`src/rtl/osc_alarm_pkg.sv`:
```
package osc_alarm_pkg;
  localparam int unsigned ADDR_W = 8;

  localparam logic [ADDR_W-1:0] OFF_THR  = 8'h1C;
  localparam logic [ADDR_W-1:0] OFF_EN   = 8'h20;
  localparam logic [ADDR_W-1:0] OFF_DET  = 8'h24;
  localparam logic [ADDR_W-1:0] OFF_MASK = 8'h28;
  localparam logic [ADDR_W-1:0] OFF_STOP = 8'h2C;

  typedef enum logic [2:0] {
    SEL_NONE, SEL_THR, SEL_EN, SEL_DET, SEL_MASK, SEL_STOP
  } reg_sel_e;

  function automatic reg_sel_e decode_addr(input logic [ADDR_W-1:0] a);
    case (a)
      OFF_THR:  return SEL_THR;
      OFF_EN:   return SEL_EN;
      OFF_DET:  return SEL_DET;
      OFF_MASK: return SEL_MASK;
      OFF_STOP: return SEL_STOP;
      default:  return SEL_NONE;
    endcase
  endfunction
endpackage

```
`src/rtl/osc_alarm_regs.sv`:
```
module osc_alarm_regs
  import osc_alarm_pkg::*;
#(
  parameter int unsigned NUM_OSC = 32,
  parameter int unsigned DATA_W  = 32,
  parameter int unsigned THR_W   = 8,
  parameter logic [THR_W-1:0] THR_RST = '1
) (
  input  logic               clk_i,
  input  logic               rst_ni,
  input  logic               wr_en_i,
  input  logic [ADDR_W-1:0]  wr_addr_i,
  input  logic [DATA_W-1:0]  wr_data_i,
  input  logic [ADDR_W-1:0]  rd_addr_i,
  output logic [DATA_W-1:0]  rd_data_o,
  input  logic [NUM_OSC-1:0] hw_stop_i,
  output logic [THR_W-1:0]   thr_o,
  output logic [NUM_OSC-1:0] en_o,
  output logic [NUM_OSC-1:0] det_o,
  output logic [NUM_OSC-1:0] mask_o,
  output logic [NUM_OSC-1:0] restart_o
);
  logic [THR_W-1:0]   thr_q;
  logic [NUM_OSC-1:0] en_q, det_q, mask_q, stop_q;
  logic [NUM_OSC-1:0] en_d, stop_d;
  reg_sel_e           wr_sel, rd_sel;

  assign wr_sel = wr_en_i ? decode_addr(wr_addr_i) : SEL_NONE;
  assign rd_sel = decode_addr(rd_addr_i);

  // hardware shutdown overrides a same-edge software write
  always_comb begin
    en_d   = (wr_sel == SEL_EN)   ? wr_data_i[NUM_OSC-1:0] : en_q;
    stop_d = (wr_sel == SEL_STOP) ? wr_data_i[NUM_OSC-1:0] : stop_q;
    en_d   = en_d & ~hw_stop_i;
    stop_d = stop_d | hw_stop_i;
  end

  always_ff @(posedge clk_i or negedge rst_ni) begin
    if (!rst_ni) begin
      thr_q  <= THR_RST;
      en_q   <= '0;
      det_q  <= '0;
      mask_q <= '0;
      stop_q <= '0;
    end else begin
      if (wr_sel == SEL_THR)  thr_q  <= wr_data_i[THR_W-1:0];
      if (wr_sel == SEL_DET)  det_q  <= wr_data_i[NUM_OSC-1:0];
      if (wr_sel == SEL_MASK) mask_q <= wr_data_i[NUM_OSC-1:0];
      en_q   <= en_d;
      stop_q <= stop_d;
    end
  end

  always_comb begin
    rd_data_o = '0;
    case (rd_sel)
      SEL_THR:  rd_data_o[THR_W-1:0]   = thr_q;
      SEL_EN:   rd_data_o[NUM_OSC-1:0] = en_q;
      SEL_DET:  rd_data_o[NUM_OSC-1:0] = det_q;
      SEL_MASK: rd_data_o[NUM_OSC-1:0] = mask_q;
      SEL_STOP: rd_data_o[NUM_OSC-1:0] = stop_q;
      default:  rd_data_o = '0;
    endcase
  end

  assign restart_o = (wr_sel == SEL_EN) ? wr_data_i[NUM_OSC-1:0] : '0;
  assign thr_o     = thr_q;
  assign en_o      = en_q;
  assign det_o     = det_q;
  assign mask_o    = mask_q;

  AST_SHUT_CLEARS_EN: assert property (@(posedge clk_i) disable iff (!rst_ni)
    (|hw_stop_i) |=> ((en_q & $past(hw_stop_i)) == '0));
  AST_STOP_STICKY: assert property (@(posedge clk_i) disable iff (!rst_ni)
    (|hw_stop_i) |=> ((stop_q & $past(hw_stop_i)) == $past(hw_stop_i)));
endmodule

```
`src/rtl/osc_alarm_lane.sv`:
```
module osc_alarm_lane #(
  parameter int unsigned THR_W = 8
) (
  input  logic             clk_i,
  input  logic             rst_ni,
  input  logic             alarm_i,
  input  logic             active_i,
  input  logic             restart_i,
  input  logic [THR_W-1:0] thr_i,
  output logic             shut_o
);
  logic [THR_W-1:0] tally_q;
  logic             evt_q;
  logic             take, hit;
  logic [THR_W:0]   tally_inc;

  assign take      = alarm_i & active_i & ~restart_i;
  assign tally_inc = {1'b0, tally_q} + 1'b1;
  // threshold 0 falls through as 1
  assign hit       = tally_inc >= {1'b0, thr_i};
  assign shut_o    = take & hit & evt_q;

  always_ff @(posedge clk_i or negedge rst_ni) begin
    if (!rst_ni) begin
      tally_q <= '0;
      evt_q   <= 1'b0;
    end else if (restart_i) begin
      tally_q <= '0;
      evt_q   <= 1'b0;
    end else if (take) begin
      if (hit) begin
        tally_q <= '0;
        evt_q   <= ~evt_q;
      end else begin
        tally_q <= tally_inc[THR_W-1:0];
      end
    end
  end

  AST_IGNORED_ALARM_HOLDS: assert property (@(posedge clk_i) disable iff (!rst_ni)
    (alarm_i && !active_i && !restart_i) |=> ($stable(tally_q) && $stable(evt_q)));
endmodule

```
`src/rtl/osc_alarm_ctrl.sv`:
```
module osc_alarm_ctrl
  import osc_alarm_pkg::*;
#(
  parameter int unsigned NUM_OSC = 32,
  parameter int unsigned DATA_W  = 32,
  parameter int unsigned THR_W   = 8,
  parameter logic [THR_W-1:0] THR_RST = '1
) (
  input  logic               clk_i,
  input  logic               rst_ni,
  input  logic               wr_en_i,
  input  logic [7:0]         wr_addr_i,
  input  logic [DATA_W-1:0]  wr_data_i,
  input  logic [7:0]         rd_addr_i,
  output logic [DATA_W-1:0]  rd_data_o,
  input  logic [NUM_OSC-1:0] alarm_i,
  output logic [NUM_OSC-1:0] osc_en_o,
  output logic [NUM_OSC-1:0] detune_o,
  output logic               shut_ovf_o
);
  logic [THR_W-1:0]   thr;
  logic [NUM_OSC-1:0] en_vec, mask_vec, restart_vec, shut_vec, active_vec;
  logic               ovf_q;

  osc_alarm_regs #(
    .NUM_OSC(NUM_OSC), .DATA_W(DATA_W), .THR_W(THR_W), .THR_RST(THR_RST)
  ) regs_i (
    .clk_i     (clk_i),
    .rst_ni    (rst_ni),
    .wr_en_i   (wr_en_i),
    .wr_addr_i (wr_addr_i),
    .wr_data_i (wr_data_i),
    .rd_addr_i (rd_addr_i),
    .rd_data_o (rd_data_o),
    .hw_stop_i (shut_vec),
    .thr_o     (thr),
    .en_o      (en_vec),
    .det_o     (detune_o),
    .mask_o    (mask_vec),
    .restart_o (restart_vec)
  );

  assign active_vec = en_vec & ~mask_vec;

  for (genvar g = 0; g < NUM_OSC; g++) begin : g_lane
    osc_alarm_lane #(.THR_W(THR_W)) lane_i (
      .clk_i     (clk_i),
      .rst_ni    (rst_ni),
      .alarm_i   (alarm_i[g]),
      .active_i  (active_vec[g]),
      .restart_i (restart_vec[g]),
      .thr_i     (thr),
      .shut_o    (shut_vec[g])
    );
  end

  always_ff @(posedge clk_i or negedge rst_ni) begin
    if (!rst_ni) ovf_q <= 1'b0;
    else         ovf_q <= |shut_vec;
  end

  assign shut_ovf_o = ovf_q;
  assign osc_en_o   = en_vec;

  AST_SHUT_NEEDS_ACTIVE: assert property (@(posedge clk_i) disable iff (!rst_ni)
    ((shut_vec & ~(en_vec & ~mask_vec)) == '0));
  AST_OVF_MATCHES_EN_FALL: assert property (@(posedge clk_i) disable iff (!rst_ni)
    shut_ovf_o |-> (($past(osc_en_o) & ~osc_en_o) != '0));
endmodule

```
`config.mk`:
```
export PLATFORM = sky130hd
export DESIGN_NAME = osc_alarm_ctrl
export DESIGN_NICKNAME = d
export VERILOG_FILES = /design/src/rtl/osc_alarm_pkg.sv /design/src/rtl/osc_alarm_regs.sv /design/src/rtl/osc_alarm_lane.sv /design/src/rtl/osc_alarm_ctrl.sv
export SDC_FILE = /design/constraint.sdc
export NUM_CORES = 1
export LEC_CHECK = 0
export ABC_AREA = 1
export BUFFER_PORTS_ARGS = -buffer_cell sky130_fd_sc_hd__buf_2
export CORE_MARGIN = 2
export CORE_UTILIZATION = 64
export CTS_BUF_LIST = sky130_fd_sc_hd__clkbuf_8
export DETAILED_ROUTE_END_ITERATION = 8
export PLACE_DENSITY = 0.94
export SLEW_MARGIN = 0
export SYNTH_ARGS = -nofsm -noshare
export SYNTH_HDL_FRONTEND = slang
export SYNTH_SLANG_ARGS = --single-unit
export TNS_END_PERCENT = 50
```
`constraint.sdc`:
```
create_clock -name clk_i -period 2.8 [get_ports clk_i]
set_clock_uncertainty 0.15 [all_clocks]
set_input_delay 0.56 -clock clk_i [delete_from_list [all_inputs] [get_ports clk_i]]
set_output_delay 0.56 -clock clk_i [all_outputs]
set_load 0.03 [all_outputs]
```
==> metrics.txt, run 1 <==
# TYPE chip_impl_metric gauge
chip_impl_metric{name="synthesis.area",unit="um^2"} 30000
chip_impl_info{name="synth_largest_area_cell",value="sky130_fd_sc_hd__dfrtp_1"} 1
chip_impl_metric{name="residual_overflow_from_global_routing",unit=""} 496
chip_impl_info{name="yosys-top-cells-count",value="sky130_fd_sc_hd__nand2_1, sky130_fd_sc_hd__inv_1, sky130_fd_sc_hd__dfrtp_1, sky130_fd_sc_hd__nor2_1, sky130_fd_sc_hd__ha_1"} 1
chip_impl_metric{name="cts_htree_levels",unit=""} 3
chip_impl_metric{name="port_buffer_count",unit=""} 179
chip_impl_metric{name="synth_largest_type_area_fraction",unit=""} 0.348
chip_impl_metric{name="floorplan.initialDensity",unit=""} 0.646
chip_impl_metric{name="cts-buffers-inserted",unit=""} 74
chip_impl_metric{name="die_height",unit="um"} 221
chip_impl_info{name="yosysMostFrequentCell",value="sky130_fd_sc_hd__nand2_1"} 1
chip_impl_metric{name="synth-edff-count",unit=""} 0
chip_impl_info{name="lastStage",value="global routing (5_1_grt)"} 1
chip_impl_metric{name="cts_max_path_buffers",unit=""} 3
chip_impl_metric{name="synth_seq_area_share",unit=""} 0.355
chip_impl_metric{name="synth_cell_type_count",unit=""} 52
chip_impl_info{name="ys_top_cells_by_area",value="sky130_fd_sc_hd__dfrtp_1, sky130_fd_sc_hd__ha_1, sky130_fd_sc_hd__nand2_1"} 1
chip_impl_info{name="cts-root-buf",value="sky130_fd_sc_hd__clkbuf_8"} 1
chip_impl_metric{name="maximum_number_of_pins_on_one_net_before_global_route_repair",unit=""} 65
chip_impl_metric{name="yosysWarnings",unit=""} 0
chip_impl_info{name="worst-endpoint-pin-kind",value="register input"} 1
chip_impl_metric{name="horizontal_extent_of_the_die",unit="um"} 221
chip_impl_metric{name="globalRouteTotalUtil",unit=""} 0.843
chip_impl_metric{name="gp_congestion",unit=""} 0.911
chip_impl_metric{name="synth_cells",unit=""} 3947
chip_impl_metric{name="postSynthNetCount",unit=""} 4318
chip_impl_metric{name="number_of_sinks_driven_by_the_clock_tree",unit=""} 425
chip_impl_metric{name="async_set_or_reset_register_ratio_after_synthesis",unit=""} 1.00
chip_impl_metric{name="synth.avg_cell_area",unit="um^2"} 7.61
chip_impl_metric{name="rows",unit=""} 79
chip_impl_metric{name="place.detailed.hpwl",unit="um"} 61100
chip_impl_info{name="synth-main-ff-cell",value="sky130_fd_sc_hd__dfrtp_1"} 1
chip_impl_metric{name="design.portCount",unit=""} 180
chip_impl_info{name="status",value="aborted with a tool error"} 1
chip_impl_info{name="worst_endpoint",value="shut_ovf_o$_DFF_PN0_/D"} 1
chip_impl_metric{name="yosys_register_bits",unit=""} 425
chip_impl_info{name="tool.error",value="[ERROR GRT-0232] Routing congestion too high. Check the congestion heatmap in the GUI."} 1
[cell families after synthesis]
logic type	after synthesis	share of synthesized area
simple gates	1781	0.270
buf+inv	665	0.0875
compound gates	642	0.125
flops	425	0.355
fa+ha+maj	288	0.120
xor+xnor	146	0.0426
[what timing repair did]
item                                    4_1_cts
setup buffers                                36
gates resized for setup                     204
hold buffers                                  1
hold endpoints to repair                     47
cloned                                        2
pin swaps                                    45
endpoints found under the setup margin      154
[through the flow]
step	setup slack, ns	instances	setup TNS (ns)	instance area [um^2]	hold WS [ns]
after CTS	-0.0758	5025	-0.219	35900	0.0448
after detailed placement	-0.221	4858	-7.50	33200	0.325
after global placement	-0.132	4858	-3.02	33200	0.316
after floorplan	0.0196	3947	0	30000	0.114
[per-layer routing]
metal,overflow,GRT usage
met1,9,0.805
met2,312,0.968
met3,18,0.755
met4,155,0.876
met5,2,0.547
==> run 2, diff against run 1 <==
--- a/config.mk
+++ b/config.mk
@@ -8,10 +8,9 @@
 export ABC_AREA = 1
 export BUFFER_PORTS_ARGS = -buffer_cell sky130_fd_sc_hd__buf_2
 export CORE_MARGIN = 2
-export CORE_UTILIZATION = 64
-export CTS_BUF_LIST = sky130_fd_sc_hd__clkbuf_8
+export CORE_UTILIZATION = 40
 export DETAILED_ROUTE_END_ITERATION = 8
-export PLACE_DENSITY = 0.94
+export PLACE_DENSITY_LB_ADDON = 0.15
 export SLEW_MARGIN = 0
 export SYNTH_ARGS = -nofsm -noshare
 export SYNTH_HDL_FRONTEND = slang
==> metrics.txt, run 2 <==
# TYPE chip_impl_metric gauge
chip_impl_info{name="crit_type",value="primary input to output port"} 1
chip_impl_metric{name="timing.max_slew.rel_slack",unit=""} 0.544
chip_impl_metric{name="yosys_register_bits",unit=""} 425
chip_impl_metric{name="number_of_sinks_driven_by_the_clock_tree",unit=""} 425
chip_impl_metric{name="grt_first_pass_wirelength",unit="um"} 144000
chip_impl_metric{name="post-route-drc-count",unit=""} 0
chip_impl_metric{name="ir_worst_vdd",unit="V"} 0.000561
chip_impl_metric{name="synth_seq_area_share",unit=""} 0.355
chip_impl_metric{name="worst_ep_required_time",unit="ns"} 2.09
chip_impl_info{name="critical_path.cell_chain",value="buf_6 > nor2_4 > inv_2 > nor3_4 > inv_2 > a21oi_4 > buf_6 > nor4_4 > bufbuf_16 > a22oi_2 > nand3_2 > buf_6"} 1
chip_impl_metric{name="crit_arrival",unit="ns"} 2.21
chip_impl_metric{name="globalRouteTotalUtil",unit=""} 0.231
chip_impl_metric{name="power_switching_share",unit=""} 0.411
chip_impl_metric{name="cts_htree_levels",unit=""} 2
chip_impl_info{name="cp_common_cell",value="sky130_fd_sc_hd__buf_6"} 1
chip_impl_metric{name="clkLatencyLatePin",unit="ns"} 0.61
chip_impl_metric{name="floorplan.core_area",unit="um^2"} 74300
chip_impl_metric{name="residual_overflow_from_global_routing",unit=""} 0
chip_impl_metric{name="hold-worst-slack",unit="ns"} 0.132
chip_impl_info{name="rsz0062_at_grt",value="true"} 1
chip_impl_metric{name="area_growth_syn_to_layout",unit="%"} 43.4
chip_impl_metric{name="timing.critical_path.buf_inv",unit=""} 6
chip_impl_metric{name="synthesis.area",unit="um^2"} 30000
chip_impl_metric{name="grt_antenna_before_repair",unit=""} 1
chip_impl_metric{name="avgViaCountPerCell",unit=""} 5.01
chip_impl_metric{name="drive_gt1_frac",unit=""} 0.348
chip_impl_metric{name="max_stage_delay",unit="ns"} 0.29
chip_impl_metric{name="synth_largest_type_area_fraction",unit=""} 0.348
chip_impl_metric{name="first_global_vias",unit=""} 27458
chip_impl_metric{name="report.final.setup_viol",unit=""} 31
chip_impl_metric{name="postSynthNetCount",unit=""} 4318
chip_impl_metric{name="horizontal_extent_of_the_die",unit="um"} 278
chip_impl_metric{name="final_min_period_over_clock_period",unit=""} 1.04
chip_impl_info{name="yosysMostFrequentCell",value="sky130_fd_sc_hd__nand2_1"} 1
chip_impl_metric{name="totalNegativeSetupSlack",unit="ns"} -1.88
chip_impl_metric{name="cts_max_path_buffers",unit=""} 3
chip_impl_metric{name="async_set_or_reset_register_ratio_after_synthesis",unit=""} 1.00
chip_impl_metric{name="maximum_number_of_pins_on_one_net_before_global_route_repair",unit=""} 61
chip_impl_metric{name="maxCapViolations",unit=""} 0
chip_impl_metric{name="period_needed",unit="ns"} 2.92
chip_impl_metric{name="clkSlewWorstSetupHoldPaths",unit="ns"} 0.06
chip_impl_metric{name="comb_power_share",unit=""} 0.575
chip_impl_metric{name="wire_per_inst",unit="um"} 16.3
chip_impl_metric{name="routed_wl",unit="um"} 93500
chip_impl_metric{name="die_height",unit="um"} 278
chip_impl_metric{name="num_vias",unit=""} 28835
chip_impl_metric{name="rows",unit=""} 100
chip_impl_info{name="layout.cells.most_common",value="sky130_fd_sc_hd__nand2_1"} 1
chip_impl_info{name="critical_path.startpoint_type",value="primary input"} 1
chip_impl_metric{name="final_area",unit="um^2"} 43000
chip_impl_metric{name="largest_register_ffs",unit=""} 256
chip_impl_metric{name="synth-edff-count",unit=""} 0
chip_impl_metric{name="dieArea",unit="um^2"} 77300
chip_impl_metric{name="cts-buffers-inserted",unit=""} 53
chip_impl_metric{name="design.portCount",unit=""} 180
chip_impl_metric{name="totalPowerFinal",unit="mW"} 39.5
chip_impl_info{name="synth_largest_area_cell",value="sky130_fd_sc_hd__dfrtp_1"} 1
chip_impl_info{name="status",value="finished with violations"} 1
chip_impl_metric{name="total_leakage_power",unit="nW"} 21.5
chip_impl_info{name="cts-root-buf",value="sky130_fd_sc_hd__clkbuf_16"} 1
chip_impl_info{name="crit_path_top_delay_cell",value="sky130_fd_sc_hd__bufbuf_16"} 1
chip_impl_metric{name="floorplan.initialDensity",unit=""} 0.404
chip_impl_metric{name="first_drt_iteration_drcs",unit=""} 1630
chip_impl_info{name="yosys-top-cells-count",value="sky130_fd_sc_hd__nand2_1, sky130_fd_sc_hd__inv_1, sky130_fd_sc_hd__dfrtp_1, sky130_fd_sc_hd__nor2_1, sky130_fd_sc_hd__ha_1"} 1
chip_impl_info{name="critical_path.top_delay_family",value="buffers and inverters"} 1
chip_impl_info{name="critPathCaptureType",value="output port"} 1
chip_impl_metric{name="seqPwrFrac",unit=""} 0.238
chip_impl_metric{name="fin_nets",unit=""} 5117
chip_impl_info{name="max_flop_register",value="g_lane.lane_i.tally_q"} 1
chip_impl_metric{name="synth.avg_cell_area",unit="um^2"} 7.61
chip_impl_metric{name="switching_power",unit="mW"} 16.2
chip_impl_metric{name="synth_cells",unit=""} 3947
chip_impl_metric{name="layout.cells.non_filler",unit=""} 5753
chip_impl_metric{name="final-max-slew-violation-count",unit=""} 0
chip_impl_metric{name="fmax",unit="MHz"} 343
chip_impl_metric{name="worstMarginPinSlew",unit="ns"} 0.684
chip_impl_metric{name="first_pass_iters",unit=""} 5
chip_impl_info{name="synth-main-ff-cell",value="sky130_fd_sc_hd__dfrtp_1"} 1
chip_impl_metric{name="timing_hold_violations_final",unit=""} 0
chip_impl_info{name="ys_top_cells_by_area",value="sky130_fd_sc_hd__dfrtp_1, sky130_fd_sc_hd__ha_1, sky130_fd_sc_hd__nand2_1"} 1
chip_impl_metric{name="dp_slack",unit="ns"} -0.445
chip_impl_metric{name="place.detailed.hpwl",unit="um"} 66800
chip_impl_metric{name="final_antenna_net_count",unit=""} 0
chip_impl_metric{name="port_buffer_count",unit=""} 179
chip_impl_info{name="worst_hold_path_type",value="primary input to flop"} 1
chip_impl_metric{name="gp_congestion",unit=""} 0.871
chip_impl_metric{name="final_critical_path_setup_slack",unit="ns"} -0.116
chip_impl_metric{name="p_int",unit="mW"} 23.3
chip_impl_info{name="tritoncts_clock_tree",value="yes"} 1
chip_impl_metric{name="clock_power_share",unit=""} 0.186
chip_impl_metric{name="cell_area_placed",unit="um^2"} 36600
chip_impl_info{name="final_cell_mix",value="sky130_fd_sc_hd__nand2_1, sky130_fd_sc_hd__buf_4, sky130_fd_sc_hd__inv_1"} 1
chip_impl_metric{name="power.density",unit="nW/um^2"} 917
chip_impl_metric{name="critPathMaxFanout",unit=""} 6
chip_impl_metric{name="yosysWarnings",unit=""} 0
chip_impl_metric{name="post-route-util",unit=""} 0.579
chip_impl_metric{name="synth_cell_type_count",unit=""} 52
chip_impl_metric{name="place.detailed.instances",unit=""} 5578
chip_impl_info{name="failed_checks",value="negative setup slack"} 1
==> run 2: cell type report <==
type,instances,area (um^2)
antenna,1,2.50
clock buffer,72,1490
clock inverter,20,334
fill,6715,31300
inverter,602,2280
multi-input combinational,2857,20300
sequential,425,10600
tap,969,1210
timing repair buffer,807,6740
==> run 2: repair_timing <==
action                                  in CTS  in global routing
buffers inserted                             4                 76
hold buffers                                 1                  0
pin swaps                                   32                270
endpoints found under the setup margin      71                334
resized for setup                          197                739
cloned                                       1                  0
hold endpoints to repair                    35                  0
==> run 2: kinds of logic (layout without fill, tap and decap cells) <==
group	Yosys count	after routing	synth area share
and+or+nand+nor	1781	1781	0.270
buffers and inverters	665	1501	0.0875
AOI/OAI and AO/OA	642	642	0.125
DFF	425	425	0.355
adders and majority gates	288	288	0.120
xor gates and xnor gates	146	146	0.0426
other	0	1	0
==> run 2: power groups by stage <==
stage          combinational, mW  clock, mW  sequential, mW
2_1_floorplan               11.2          0            9.29
3_3_place_gp                18.0          0            9.35
3_5_place_dp                18.1          0            9.35
4_1_cts                     18.4       7.52            9.30
5_1_grt                     25.4       7.78            9.66
6_report                    22.7       7.35            9.42
==> run 2: metal layers <==
layer / share of wire / GRT usage / up-vias
li1: - / - / 14648
met1: 0.46 / 0.319 / 13565
met2: 0.48 / 0.385 / 484
met3: 0.035 / 0.0228 / 138
met4: 0.027 / 0.0621 / 0
met5: 0 / 0 / -
==> run 2: final timing paths <==
check	from	to	slack, ns	cells past startpoint
worst max register to register	g_lane[28].lane_i.tally_q[0]	shut_ovf_o	-0.04	19
worst min register to register	g_lane[5].lane_i.evt_q	g_lane[5].lane_i.evt_q	0.33	1
worst min-delay path	wr_data_i[9]	regs_i.det_o[9]	0.13	3
max in group asynchronous	rst_ni	regs_i.thr_o[2]	1.40	3
min in group asynchronous	rst_ni	g_lane[9].lane_i.tally_q[4]	0.34	2
worst max-delay path	rd_addr_i[6]	rd_data_o[6]	-0.12	12
==> run 2: tightest hold or removal path: cells and delay by family <==
family | cells | cell delay (ns)
compound gates | 1 | 0.07
buf+inv | 2 | 0.22
Power figures use the tool's default switching activity.
